<file path="config.mk">
export PLATFORM = sky130hd
export DESIGN_NAME = addr_reloc
export DESIGN_NICKNAME = d
export VERILOG_FILES = /design/src/rtl/addr_reloc_pkg.sv /design/src/rtl/addr_reloc_regs.sv /design/src/rtl/addr_reloc_xlate.sv /design/src/rtl/addr_reloc_rsp.sv /design/src/rtl/addr_reloc.sv
export SDC_FILE = /design/constraint.sdc
export NUM_CORES = 1
export LEC_CHECK = 0
export BUFFER_PORTS_ARGS = -buffer_cell sky130_fd_sc_hd__clkbuf_2
export CAP_MARGIN = 20
export CELL_PAD_IN_SITES_DETAIL_PLACEMENT = 1
export CELL_PAD_IN_SITES_GLOBAL_PLACEMENT = 2
export CORE_ASPECT_RATIO = 1.4
export CORE_UTILIZATION = 36
export CTS_BUF_LIST = sky130_fd_sc_hd__clkbuf_8 sky130_fd_sc_hd__clkbuf_16
export CTS_CLUSTER_DIAMETER = 30
export DETAILED_ROUTE_END_ITERATION = 10
export PLACE_DENSITY = 0.89
export SLEW_MARGIN = 20
export SYNTH_ARGS = -nofsm -noshare
export SYNTH_HDL_FRONTEND = slang
export SYNTH_HIERARCHICAL = 1
export SYNTH_SLANG_ARGS = --single-unit
</file>
<file path="constraint.sdc">
create_clock -name clk -period 6 [get_ports clk]
set_input_delay 0.6 -clock clk [delete_from_list [all_inputs] [get_ports clk]]
set_output_delay 0.6 -clock clk [all_outputs]
set_load 0.02 [all_outputs]
</file>
<file path="src/rtl/addr_reloc_pkg.sv">
package addr_reloc_pkg;
  typedef enum logic {
    REG_BASE = 1'b0,
    REG_LEN  = 1'b1
  } reg_sel_e;
endpackage

</file>
<file path="src/rtl/addr_reloc_regs.sv">
module addr_reloc_regs
  import addr_reloc_pkg::*;
#(
  parameter int ADDR_W = 32
) (
  input  logic              clk,
  input  logic              rst_n,
  input  logic              we,
  input  logic              sel,
  input  logic [ADDR_W-1:0] wdata,
  output logic [ADDR_W-1:0] base_q,
  output logic [ADDR_W-1:0] len_q
);
  reg_sel_e target;
  assign target = reg_sel_e'(sel);

  always_ff @(posedge clk) begin
    if (!rst_n) begin
      base_q <= '0;
      len_q  <= '0;
    end else if (we) begin
      if (target == REG_BASE) base_q <= wdata;
      else                    len_q  <= wdata;
    end
  end


  len_kept_chk: assert property (@(posedge clk) disable iff (!rst_n)
    (we && target == REG_BASE) |=> $stable(len_q));
endmodule

</file>
<file path="src/rtl/addr_reloc_xlate.sv">
module addr_reloc_xlate #(
  parameter int ADDR_W = 32
) (
  input  logic [ADDR_W-1:0] base,
  input  logic [ADDR_W-1:0] len,
  input  logic [ADDR_W-1:0] vaddr,
  input  logic              strobe_in,
  output logic [ADDR_W-1:0] paddr,
  output logic              fault,
  output logic              strobe_out
);
  localparam int EXT_W = ADDR_W + 1;

  logic [EXT_W-1:0] phys_ext;
  logic [EXT_W-1:0] limit_ext;
  logic             wrapped;
  logic             past_end;

  assign phys_ext  = {1'b0, base} + {1'b0, vaddr};
  assign limit_ext = {1'b0, base} + {1'b0, len};
  assign wrapped   = phys_ext[ADDR_W];
  assign past_end  = phys_ext > limit_ext;
  assign fault     = wrapped | past_end;
  assign paddr     = fault ? '0 : phys_ext[ADDR_W-1:0];
  assign strobe_out = strobe_in & ~fault;
endmodule

</file>
<file path="src/rtl/addr_reloc_rsp.sv">
module addr_reloc_rsp #(
  parameter int ADDR_W = 32
) (
  input  logic              clk,
  input  logic              rst_n,
  input  logic              in_valid,
  output logic              in_ready,
  input  logic [ADDR_W-1:0] in_paddr,
  input  logic              in_fault,
  input  logic              in_strobe,
  output logic              out_valid,
  input  logic              out_ready,
  output logic [ADDR_W-1:0] out_paddr,
  output logic              out_fault,
  output logic              out_strobe
);
  assign in_ready = ~out_valid | out_ready;

  always_ff @(posedge clk) begin
    if (!rst_n) begin
      out_valid  <= 1'b0;
      out_paddr  <= '0;
      out_fault  <= 1'b0;
      out_strobe <= 1'b0;
    end else if (in_ready) begin
      out_valid <= in_valid;
      if (in_valid) begin
        out_paddr  <= in_paddr;
        out_fault  <= in_fault;
        out_strobe <= in_strobe;
      end
    end
  end


  latency_chk: assert property (@(posedge clk) disable iff (!rst_n)
    (in_valid && in_ready) |=> out_valid);


  hold_chk: assert property (@(posedge clk) disable iff (!rst_n)
    (out_valid && !out_ready) |=> (out_valid && $stable(out_paddr)
      && $stable(out_fault) && $stable(out_strobe)));


  fault_quiet_chk: assert property (@(posedge clk) disable iff (!rst_n)
    (out_valid && out_fault) |-> (out_paddr == '0 && !out_strobe));
endmodule

</file>
<file path="src/rtl/addr_reloc.sv">
module addr_reloc #(
  parameter int ADDR_W = 32
) (
  input  logic              clk,
  input  logic              rst_n,
  input  logic              cfg_we,
  input  logic              cfg_sel,
  input  logic [ADDR_W-1:0] cfg_wdata,
  input  logic              req_valid,
  output logic              req_ready,
  input  logic [ADDR_W-1:0] req_vaddr,
  input  logic              req_strobe,
  output logic              rsp_valid,
  input  logic              rsp_ready,
  output logic [ADDR_W-1:0] rsp_paddr,
  output logic              rsp_fault,
  output logic              rsp_strobe
);
  logic [ADDR_W-1:0] base_q;
  logic [ADDR_W-1:0] len_q;
  logic [ADDR_W-1:0] x_paddr;
  logic              x_fault;
  logic              x_strobe;

  addr_reloc_regs #(.ADDR_W(ADDR_W)) regs_i (
    .clk(clk), .rst_n(rst_n), .we(cfg_we), .sel(cfg_sel),
    .wdata(cfg_wdata), .base_q(base_q), .len_q(len_q)
  );

  addr_reloc_xlate #(.ADDR_W(ADDR_W)) xlate_i (
    .base(base_q), .len(len_q), .vaddr(req_vaddr), .strobe_in(req_strobe),
    .paddr(x_paddr), .fault(x_fault), .strobe_out(x_strobe)
  );

  addr_reloc_rsp #(.ADDR_W(ADDR_W)) rsp_i (
    .clk(clk), .rst_n(rst_n),
    .in_valid(req_valid), .in_ready(req_ready),
    .in_paddr(x_paddr), .in_fault(x_fault), .in_strobe(x_strobe),
    .out_valid(rsp_valid), .out_ready(rsp_ready),
    .out_paddr(rsp_paddr), .out_fault(rsp_fault), .out_strobe(rsp_strobe)
  );


  above_base_chk: assert property (@(posedge clk) disable iff (!rst_n)
    (req_valid && !x_fault) |-> (x_paddr >= base_q));


  stall_refuse_chk: assert property (@(posedge clk) disable iff (!rst_n)
    (rsp_valid && !rsp_ready) |-> !req_ready);
endmodule

</file>
Word level (Yosys, flattened, before mapping)
Index checks and enable logic that the tools add are counted.

Memories: 0. ROM bits: 0. Latch bits: 0. RAM bits: 0. Bits in registers: 99.

Equality and inequality tests: 0. Magnitude comparators: 1. Div/mod/pow operators: 0. Reduce and logical (&&, ||, !) cells: 3. Shift-type cells: 0. Multiplexer cells: 1. Bitwise gates (word level): 6. Multipliers: 0. Add/sub/neg operators: 2.

Operators with widths (count): $add A32 B32 Y33 (2); $gt A33 B33 Y1 (1); $mux W32 (1); $reduce_and A2 Y1 (3); $not A1 Y1 (3); $or A1 B1 Y1 (2); $and A1 B1 Y1 (1).

Longest topological paths before layout
Gate-level depths: netlist (run 1).

Depth after elaboration: 5. Mapped depth: 23. Depth with buffers taken out: 22.

Hierarchy
Netlist (run 1), hierarchy kept.

Modules (own cells, without submodules): addr_reloc_xlate (area each 4330.4 µm², times used 1, sequential area each 0.0 µm², cells each 582); addr_reloc_regs (area each 2438.6 µm², times used 1, sequential area each 1281.2 µm², cells each 245); addr_reloc_rsp (area each 1436.4 µm², times used 1, sequential area each 700.7 µm², cells each 153).

Least setup slack after synthesis (run 1)
No wires, ideal clock.

Path type: in2reg. Start: in req_vaddr[0]. End: reg rsp_i.out_paddr[22]. Path slack: 1691 ps. Setup time: 118 ps. Stages on the path: 21. Data required time: 5882 ps. Data arrival time: 4191 ps. Cell sequence: ha_1 -> fa_1 -> a211o_1 -> o211ai_2 -> a211oi_2 -> o221ai_2 -> nor3_1 -> o41ai_1 -> xnor2_1 -> ha_1 -> nand4_1 -> nor4_1 -> nand2b_1 -> o21ai_0 -> a211oi_1 -> a21oi_1 -> nor2_4 -> buf_6 -> and2_4 -> nand2_1 -> mux2i_1.

Word-level cells in the longest chain between the ends: 4.

RTL lines: start, declared (RTL line addr_reloc.sv:11) `input logic [ADDR_W-1:0] req_vaddr,`; $add A32 B32 Y33 (*) (RTL line addr_reloc_xlate.sv:19) `assign phys_ext = {1'b0, base} + {1'b0, vaddr};`; $gt A33 B33 Y1 (RTL line addr_reloc_xlate.sv:22) `assign past_end = phys_ext > limit_ext;`; $or A1 B1 Y1 (RTL line addr_reloc_xlate.sv:23) `assign fault = wrapped | past_end;`; $mux W32 (*) (RTL line addr_reloc_xlate.sv:24) `assign paddr = fault ? '0 : phys_ext[ADDR_W-1:0];`; via x_paddr[22] (RTL line addr_reloc.sv:21) `logic [ADDR_W-1:0] x_paddr;`; end signal, assigned (RTL line addr_reloc_rsp.sv:28) `out_paddr <= in_paddr;`; end, declared (RTL line addr_reloc_rsp.sv:13) `output logic [ADDR_W-1:0] out_paddr,`.

The timed path passes the listed nets; every way through them passes the cells marked *. A chain may end at the register's enable or synchronous reset.

Final worst setup path (run 1)
Start: reg regs_i.base_q[1]. End: reg rsp_i.out_paddr[13].

Word-level cells in the longest chain between the ends: 4. Elaborated cells between the ends (all ways): 5. Classes of those cells: 2 x add/sub; 1 x order compare; 1 x mux; 1 x bitwise.

RTL lines: start, declared (RTL line addr_reloc_regs.sv:11) `output logic [ADDR_W-1:0] base_q,`; start signal, assigned (RTL line addr_reloc_regs.sv:22) `if (target == REG_BASE) base_q <= wdata;`; $add A32 B32 Y33 (on tied branches) (RTL line addr_reloc_xlate.sv:19, addr_reloc_xlate.sv:20); $gt A33 B33 Y1 (RTL line addr_reloc_xlate.sv:22); $or A1 B1 Y1 (RTL line addr_reloc_xlate.sv:23); $mux W32 (*) (RTL line addr_reloc_xlate.sv:24); via x_paddr[13] (RTL line addr_reloc.sv:21).

Marks and branches as above.

==> impl_metrics.py, run 1 <==
metrics = {
    "yosys": {
        "ys_seq_elements": 99,
        "synth.largest_area_cell": "dfxtp_1",
        "synth_edf_count": 0,
        "yosysSeqAreaShare_pct": 24.15,
        "synth_ff_type": "dfxtp_1",
        "yosys-top-cells-area": "dfxtp_1 24%, ha_1 15%, mux2i_1 12%",
        "yosysUniqueCellTypes": 68,
        "yosys_warnings": 6,
        "syn-cell-area_sq_mm": 0.008205,
        "synthArstFlopShare_pct": 0,
        "avgSynthCellArea_sq_um": 8.373,
        "synth_nets": 1150,
        "synth_top_cell_area_share_pct": 24.15,
        "syn_inst": 980,
    },
    "floorplan": {
        "initial_core_util_pct": 36.56,
        "die_y_um": 180.6,
        "dieArea_sq_mm": 0.02341,
        "rows": 65,
        "core_area_sq_mm": 0.02245,
        "die-width_um": 129.6,
        "io_pins": 107,
    },
    "timing": {
        "max_freq_mhz": 191.8,
        "fin_crit_ns": 5.213,
        "final_max_slew_viol_count": 0,
        "rsz0062_at_grt": "no",
        "clock_skew_ns": 0.008204,
        "fin_ws_ns": 0.7871,
        "hold_ws_ns": 0.4594,
        "maxSlewHeadroom_pct": 45.71,
        "tightest_slew_ns": 0.8143,
        "hold_viol_final": 0,
        "setup_viol": 0,
        "finalSetupTns_ns": 0,
        "post-route-period-util_pct": 86.88,
    },
    "clock_network": {
        "cts.clk_slew.worst_paths_ns": 0.08,
        "worstSkewPairLatency_ns": 0.37,
        "cts_tree": "done",
        "hold_buffers": 0,
        "cts-resized-gates": 0,
        "post_cts_buffers": 0,
        "clock-root-buffer": "clkbuf_16",
        "clock-sinks": 99,
        "cts.path.max_buffers": 2,
        "cts_buffers": 9,
        "ctsHtreeMaxLevel": 3,
    },
    "global_route": {
        "grt.total_usage_pct": 20.03,
        "met3_usage_pct": 2.910,
        "use_met2_pct": 37.11,
        "grt_pass1_vias": 7465,
        "grt_overflow_total": 0,
        "antenna_found_initial": 0,
        "grt_pass1_wl_mm": 36.65,
        "grt_max_degree": 86,
        "grt_busiest_layer": "met2",
        "use_met1_pct": 22.98,
    },
    "setup_path": {
        "start_kind": "flop",
        "cp_cell_sequence": "ha_1, a211oi_1, o211ai_1, a2111oi_0, buf_4, nor3_1, a21oi_1, o21ai_1, a21oi_1, xor2_1, ha_1, nand4_1, nor4_1, nand2b_1, o21ai_0, a211oi_1, a21oi_1, nor2_4, buf_12, and2_4, nand2_1, mux2i_1",
        "cpPeakStageDelay_ns": 0.53,
        "cp-end-kind": "flop",
        "timing.critical_path.mode_cell": "a21oi_1",
        "critPathSlowestCell": "nor4_1",
        "crit_type": "flop to flop",
        "critPathTopFamily": "compound AO/OA/AOI/OAI gates",
        "critical_path_arrival_ns": 5.45,
        "required_ns": 6.24,
        "crit_fanout": 33,
        "critPathBufInv": 2,
    },
    "pwr": {
        "pwr-share-comb_pct": 34.4,
        "clkPwrFrac_pct": 29.4,
        "p_sw_share_pct": 35.67,
        "intPower_uw": 1297,
        "ir_drop_v": 0.0001391,
        "leakage_uw": 0.004119,
        "p_switching_uw": 719.3,
        "seqPwrFrac_pct": 36.3,
        "power_density_mw_per_mm2": 220.1,
    },
    "finish": {
        "postLayoutCoreUtil_pct": 40.81,
        "drive_above_1_share_pct": 16.42,
        "layout_commonest_cell": "nand2_1",
        "nNetsFinal": 1231,
        "final_cell_mix": "207 x nand2_1, 105 x clkbuf_2, 99 x dfxtp_1",
        "area_delta_synth_final_pct": 11.65,
        "stdcell_area_sq_mm": 0.009161,
        "antennaDiodeCount": 0,
        "n_fill_cell": 2799,
    },
    "placed_design": {
        "dp.final_hpwl_mm": 18.52,
        "io_buffers": 106,
        "placed_cell_area_sq_mm": 0.008871,
        "pre_cts_ws_ns": 0.8287,
        "gp_congestion": 0.8500,
    },
    "route": {
        "first_iter_violations": 327,
        "vias_per_cell": 5.268,
        "wl_per_cell_um": 16.77,
        "drt-total-wl_mm": 22.92,
        "drc_errors": 0,
        "drt_first_pass_iters": 4,
        "vias": 7202,
        "antenna_left": 0,
    },
    "hold_path": {
        "hold_path_class": "flop to flop",
    },
    "status": {
        "outcome": "finished clean",
    },
    "flow_run": {
        "max-cap-violations": 0,
    },
}
==> cells in the mapped netlist, drive strengths merged, types with 3 or more instances <==
library cell	count
nand2	207
a21o	30
and2	35
o21bai	13
a21boi	3
nor2	30
a31oi	5
nor4	4
a211oi	11
clkbuf	13
nand2b	10
nand4	12
nor2b	7
nand3	9
o211ai	8
dfxtp	99
ha	97
mux2i	98
o21ai	36
xnor2	39
o31ai	4
or4	3
a21oi	71
buf	31
nor3	12
o31a	4
o21a	6
xor2	18
a221oi	4
inv	22
a2111oi	5
and3	5
o221ai	3
==> tightest hold or removal path, stage by stage, from the launching register on <==
cell and delay (ns):
dfxtp_1 0.31, nand2_1 0.05, mux2i_1 0.05
==> power by group through the flow <==
stage | combinational, uW | clock [uW] | sequential [uW]
2_1_floorplan | 503 | 0 | 765
3_3_place_gp | 677 | 0 | 747
3_5_place_dp | 696 | 0 | 748
4_1_cts | 699 | 616 | 732
5_1_grt | 764 | 636 | 737
6_report | 693 | 592 | 731
==> kinds of logic (layout without fill, tap and decap cells) <==
logic type      after synthesis  in the layout  share of synthesized area, %
xor+xnor                     57             57                         6.084
buf+inv                      66            152                         4.971
mux                          98             98                         11.95
compound gates              220            220                         17.78
flops                        99             99                         24.15
simple gates                341            341                         19.78
fa+ha+maj                    99             99                         15.28
==> path summary, 6_finish.rpt <==
check | from | to | slack (ns) | cells past startpoint
setup reg to reg | regs_i/base_q[1] | rsp_i/out_paddr[13] | 0.79 | 22
setup / recovery | regs_i/base_q[1] | rsp_i/out_paddr[13] | 0.79 | 22
hold / removal | rsp_i/out_paddr[3] | rsp_i/out_paddr[3] | 0.46 | 2
hold reg to reg | rsp_i/out_paddr[3] | rsp_i/out_paddr[3] | 0.46 | 2
==> through the flow <==
| stage | std cells | total power (uW) |
|---|---|---|
| floorplan | 980 | 1268 |
| global placement | 1351 | 1424 |
| detailed placement | 1351 | 1444 |
| CTS | 1367 | 2047 |
| global route | 1367 | 2138 |
| finish | 1367 | 2017 |
==> metal layers <==
layer	vias to the layer above	wire length (um)	part of all wire [%]
met5	-	0	0
met4	0	415	1.8
met3	22	576	2.5
met2	97	11830	52
li1	3656	-	-
met1	3427	10100	44
==> flip-flops by register name, indices dropped and copies added, names as in the netlist <==
signal and cells:
rsp_i/out_paddr 32, rsp_i/out_fault 1, rsp_i/out_valid 1, regs_i/base_q 32, regs_i/len_q 32, rsp_i/out_strobe 1
==> layout make-up <==
class | instances | area [sq um] | share of cell area [%]
clock buffers | 9 | 225.2 | 2.458
clock inverters | 7 | 65.06 | 0.7102
inverters | 22 | 82.58 | 0.9014
multi-input cells | 815 | 5824 | 63.58
flip-flops and latches | 99 | 1982 | 21.63
well taps | 301 | 376.6 | 4.111
repair buffers | 114 | 605.6 | 6.610
No activity file was read; power rests on OpenSTA's default activity.
==> run 2: changes to the inputs <==
Settings changed: CORE_ASPECT_RATIO 1.4 to 1.25.
==> run 2 against run 1 <==
Net effect: sequential share of layout area is 0.083 points higher; via count is 0.42% lower; critical path depth stayed put; largest cell class unchanged; die area hardly changed; clock skew is 0.0042 ns higher; hold slack better by 0.0032 ns; combinational power hardly changed; final cell count is 1.3% lower; design area is 0.38% lower.
==> impl_metrics.py, run 2 (synthesis gave the netlist of run 1 again) <==
metrics = {
    "status": {
        "outcome": "finished clean",
    },
    "global_route": {
        "antenna_found_initial": 0,
        "grt_max_degree": 94,
        "grt_overflow_total": 0,
        "grt_pass1_vias": 7364,
        "grt.total_usage_pct": 20.29,
        "grt_pass1_wl_mm": 37.03,
    },
    "route": {
        "drt-total-wl_mm": 22.96,
        "antenna_left": 0,
        "first_iter_violations": 242,
        "wl_per_cell_um": 17.02,
        "vias": 7172,
        "drc_errors": 0,
        "drt_first_pass_iters": 4,
        "vias_per_cell": 5.317,
    },
    "timing": {
        "hold_viol_final": 0,
        "tightest_slew_ns": 0.9196,
        "rsz0062_at_grt": "no",
        "setup_viol": 0,
        "final_max_slew_viol_count": 0,
        "max_freq_mhz": 198.0,
        "finalSetupTns_ns": 0,
        "fin_crit_ns": 5.051,
        "hold_ws_ns": 0.4627,
        "maxSlewHeadroom_pct": 38.70,
        "fin_ws_ns": 0.9494,
        "clock_skew_ns": 0.01241,
        "post-route-period-util_pct": 84.18,
    },
    "hold_path": {
        "min_path_cells": 2,
        "whs_endpoint": "rsp_i/out_paddr[28]",
        "hold_path_class": "flop to flop",
        "holdCritStartpoint": "rsp_i/out_paddr[28]",
    },
    "flow_run": {
        "max-cap-violations": 0,
    },
    "clock_network": {
        "cts.clk_slew.worst_paths_ns": 0.08,
        "worstSkewPairLatency_ns": 0.37,
        "hold_buffers": 0,
        "cts_tree": "done",
        "cts.path.max_buffers": 2,
        "clock-sinks": 99,
        "cts-resized-gates": 0,
        "post_cts_buffers": 0,
        "clock-root-buffer": "clkbuf_16",
        "cts_buffers": 9,
        "ctsHtreeMaxLevel": 3,
    },
    "floorplan": {
        "rows": 61,
        "dieArea_sq_mm": 0.02340,
        "die-width_um": 137.0,
        "core_area_sq_mm": 0.02229,
        "initial_core_util_pct": 36.82,
        "io_pins": 107,
        "die_y_um": 170.8,
    },
    "setup_path": {
        "crit_type": "flop to flop",
        "required_ns": 6.24,
        "critPathBufInv": 2,
        "critPathTopFamily": "compound AO/OA/AOI/OAI gates",
        "start_kind": "flop",
        "cp-end-kind": "flop",
        "critPathSlowestCell": "dfxtp_1",
        "r2r_end": "rsp_i/out_paddr[12]",
        "critical_path_arrival_ns": 5.29,
        "cpPeakStageDelay_ns": 0.48,
        "cp_cell_sequence": "ha_1, a211oi_1, o211ai_1, a2111oi_0, buf_4, nor3_1, a21oi_1, o21ai_1, a21oi_1, xor2_1, ha_1, nand4_1, nor4_1, nand2b_1, o21ai_0, a211oi_1, a21oi_1, nor2_4, buf_12, and2_4, nand2_1, mux2i_1",
        "r2r_setup_slack_ns": 0.95,
        "timing.critical_path.mode_cell": "a21oi_1",
        "rr_startpoint": "regs_i/base_q[1]",
        "crit_fanout": 33,
        "r2r.worst_path.cells": 22,
    },
    "finish": {
        "n_fill_cell": 2745,
        "area_delta_synth_final_pct": 11.22,
        "drive_above_1_share_pct": 16.42,
        "layout_commonest_cell": "nand2_1",
        "nNetsFinal": 1231,
        "top_regs": "regs_i/base_q (32), regs_i/len_q (32), rsp_i/out_paddr (32)",
        "antennaDiodeCount": 0,
        "final_cell_mix": "207 x nand2_1, 105 x clkbuf_2, 99 x dfxtp_1",
    },
    "placed_design": {
        "dp.final_hpwl_mm": 18.41,
        "io_buffers": 106,
        "pre_cts_ws_ns": 0.8273,
        "gp_congestion": 0.8517,
    },
    "pwr": {
        "ir_drop_v": 0.0001265,
        "total_power_uw": 1985,
        "power_density_mw_per_mm2": 217.5,
        "clkPwrFrac_pct": 28.3,
        "leakage_uw": 0.004107,
        "pwr-share-comb_pct": 34.8,
        "seqPwrFrac_pct": 36.9,
        "p_sw_share_pct": 35.12,
        "intPower_uw": 1288,
        "p_switching_uw": 697.0,
    },
}
-- run 2: changes by cell type in the layout (fill, tap and decap cells not counted), sizes merged --
cell,previous run,this run
clkinvlp,1,3
inv,28,24
clkinv,0,2
-- run 2: routing by layer --
metal  vias up  routed length (um)  global-route usage [%]  part of all wire (%)
li1       3647                   -                       -                     -
met1      3405               10770                   25.32                    47
met5         -                   0                       0                     0
met2       102               11290                   35.90                    49
met4         0                 353                   6.068                   1.5
met3        18                 552                   2.519                   2.4
-- run 2: worst register-to-register path, stage by stage, from the launching register on --
cell and delay (ns):
dfxtp_1 0.48, ha_1 0.29, a211oi_1 0.33, o211ai_1 0.24, a2111oi_0 0.46, buf_4 0.22, nor3_1 0.07, a21oi_1 0.26
o21ai_1 0.17, a21oi_1 0.27, xor2_1 0.13, ha_1 0.29, nand4_1 0.14, nor4_1 0.46, nand2b_1 0.10, o21ai_0 0.17
a211oi_1 0.07, a21oi_1 0.25, nor2_4 0.06, buf_12 0.17, and2_4 0.16, nand2_1 0.06, mux2i_1 0.09
-- run 2: worst max path at each step --
stage / slack (ns) / cells after the start / from / to
CTS: 0.95 / 22 / regs_i/base_q[1] / rsp_i/out_paddr[12]
global route: 0.58 / 22 / regs_i/base_q[1] / rsp_i/out_strobe
finish: 0.95 / 22 / regs_i/base_q[1] / rsp_i/out_paddr[12]
detailed placement: 0.83 / 21 / req_vaddr[1] / rsp_i/out_paddr[12]
global placement: 0.90 / 21 / req_vaddr[1] / rsp_i/out_paddr[28]
floorplan: 1.69 / 21 / req_vaddr[0] / rsp_i/out_paddr[22]
-- run 2: power by group through the flow --
| stage | registers (uW) | logic [uW] | clock network (uW) |
|---|---|---|---|
| finish | 733 | 691 | 561 |
| global route | 739 | 770 | 612 |
| CTS | 734 | 696 | 581 |
| detailed placement | 749 | 691 | 0 |
| global placement | 747 | 678 | 0 |
| floorplan | 765 | 503 | 0 |
-- run 2: area by class of cell --
class                           count  area [sq um]  share of cell area, %
Clock buffer                        9         225.2                  2.468
Clock inverter                      7         52.55                 0.5758
Inverter                           22         82.58                 0.9049
Multi-Input combinational cell    815          5824                  63.82
Sequential cell                    99          1982                  21.72
Tap cell                          283         354.1                  3.880
Timing Repair Buffer              114         605.6                  6.636
-- run 2: per-stage QoR --
stage / area (sq um) / util [%] / instances
after CTS: 9126 / 40.95 / 1349
after global placement: 8848 / 39.70 / 1333
final: 9126 / 40.95 / 1349
after global routing: 9126 / 40.95 / 1349
after detailed placement: 8848 / 39.70 / 1333
after floorplan: 8205 / - / 980
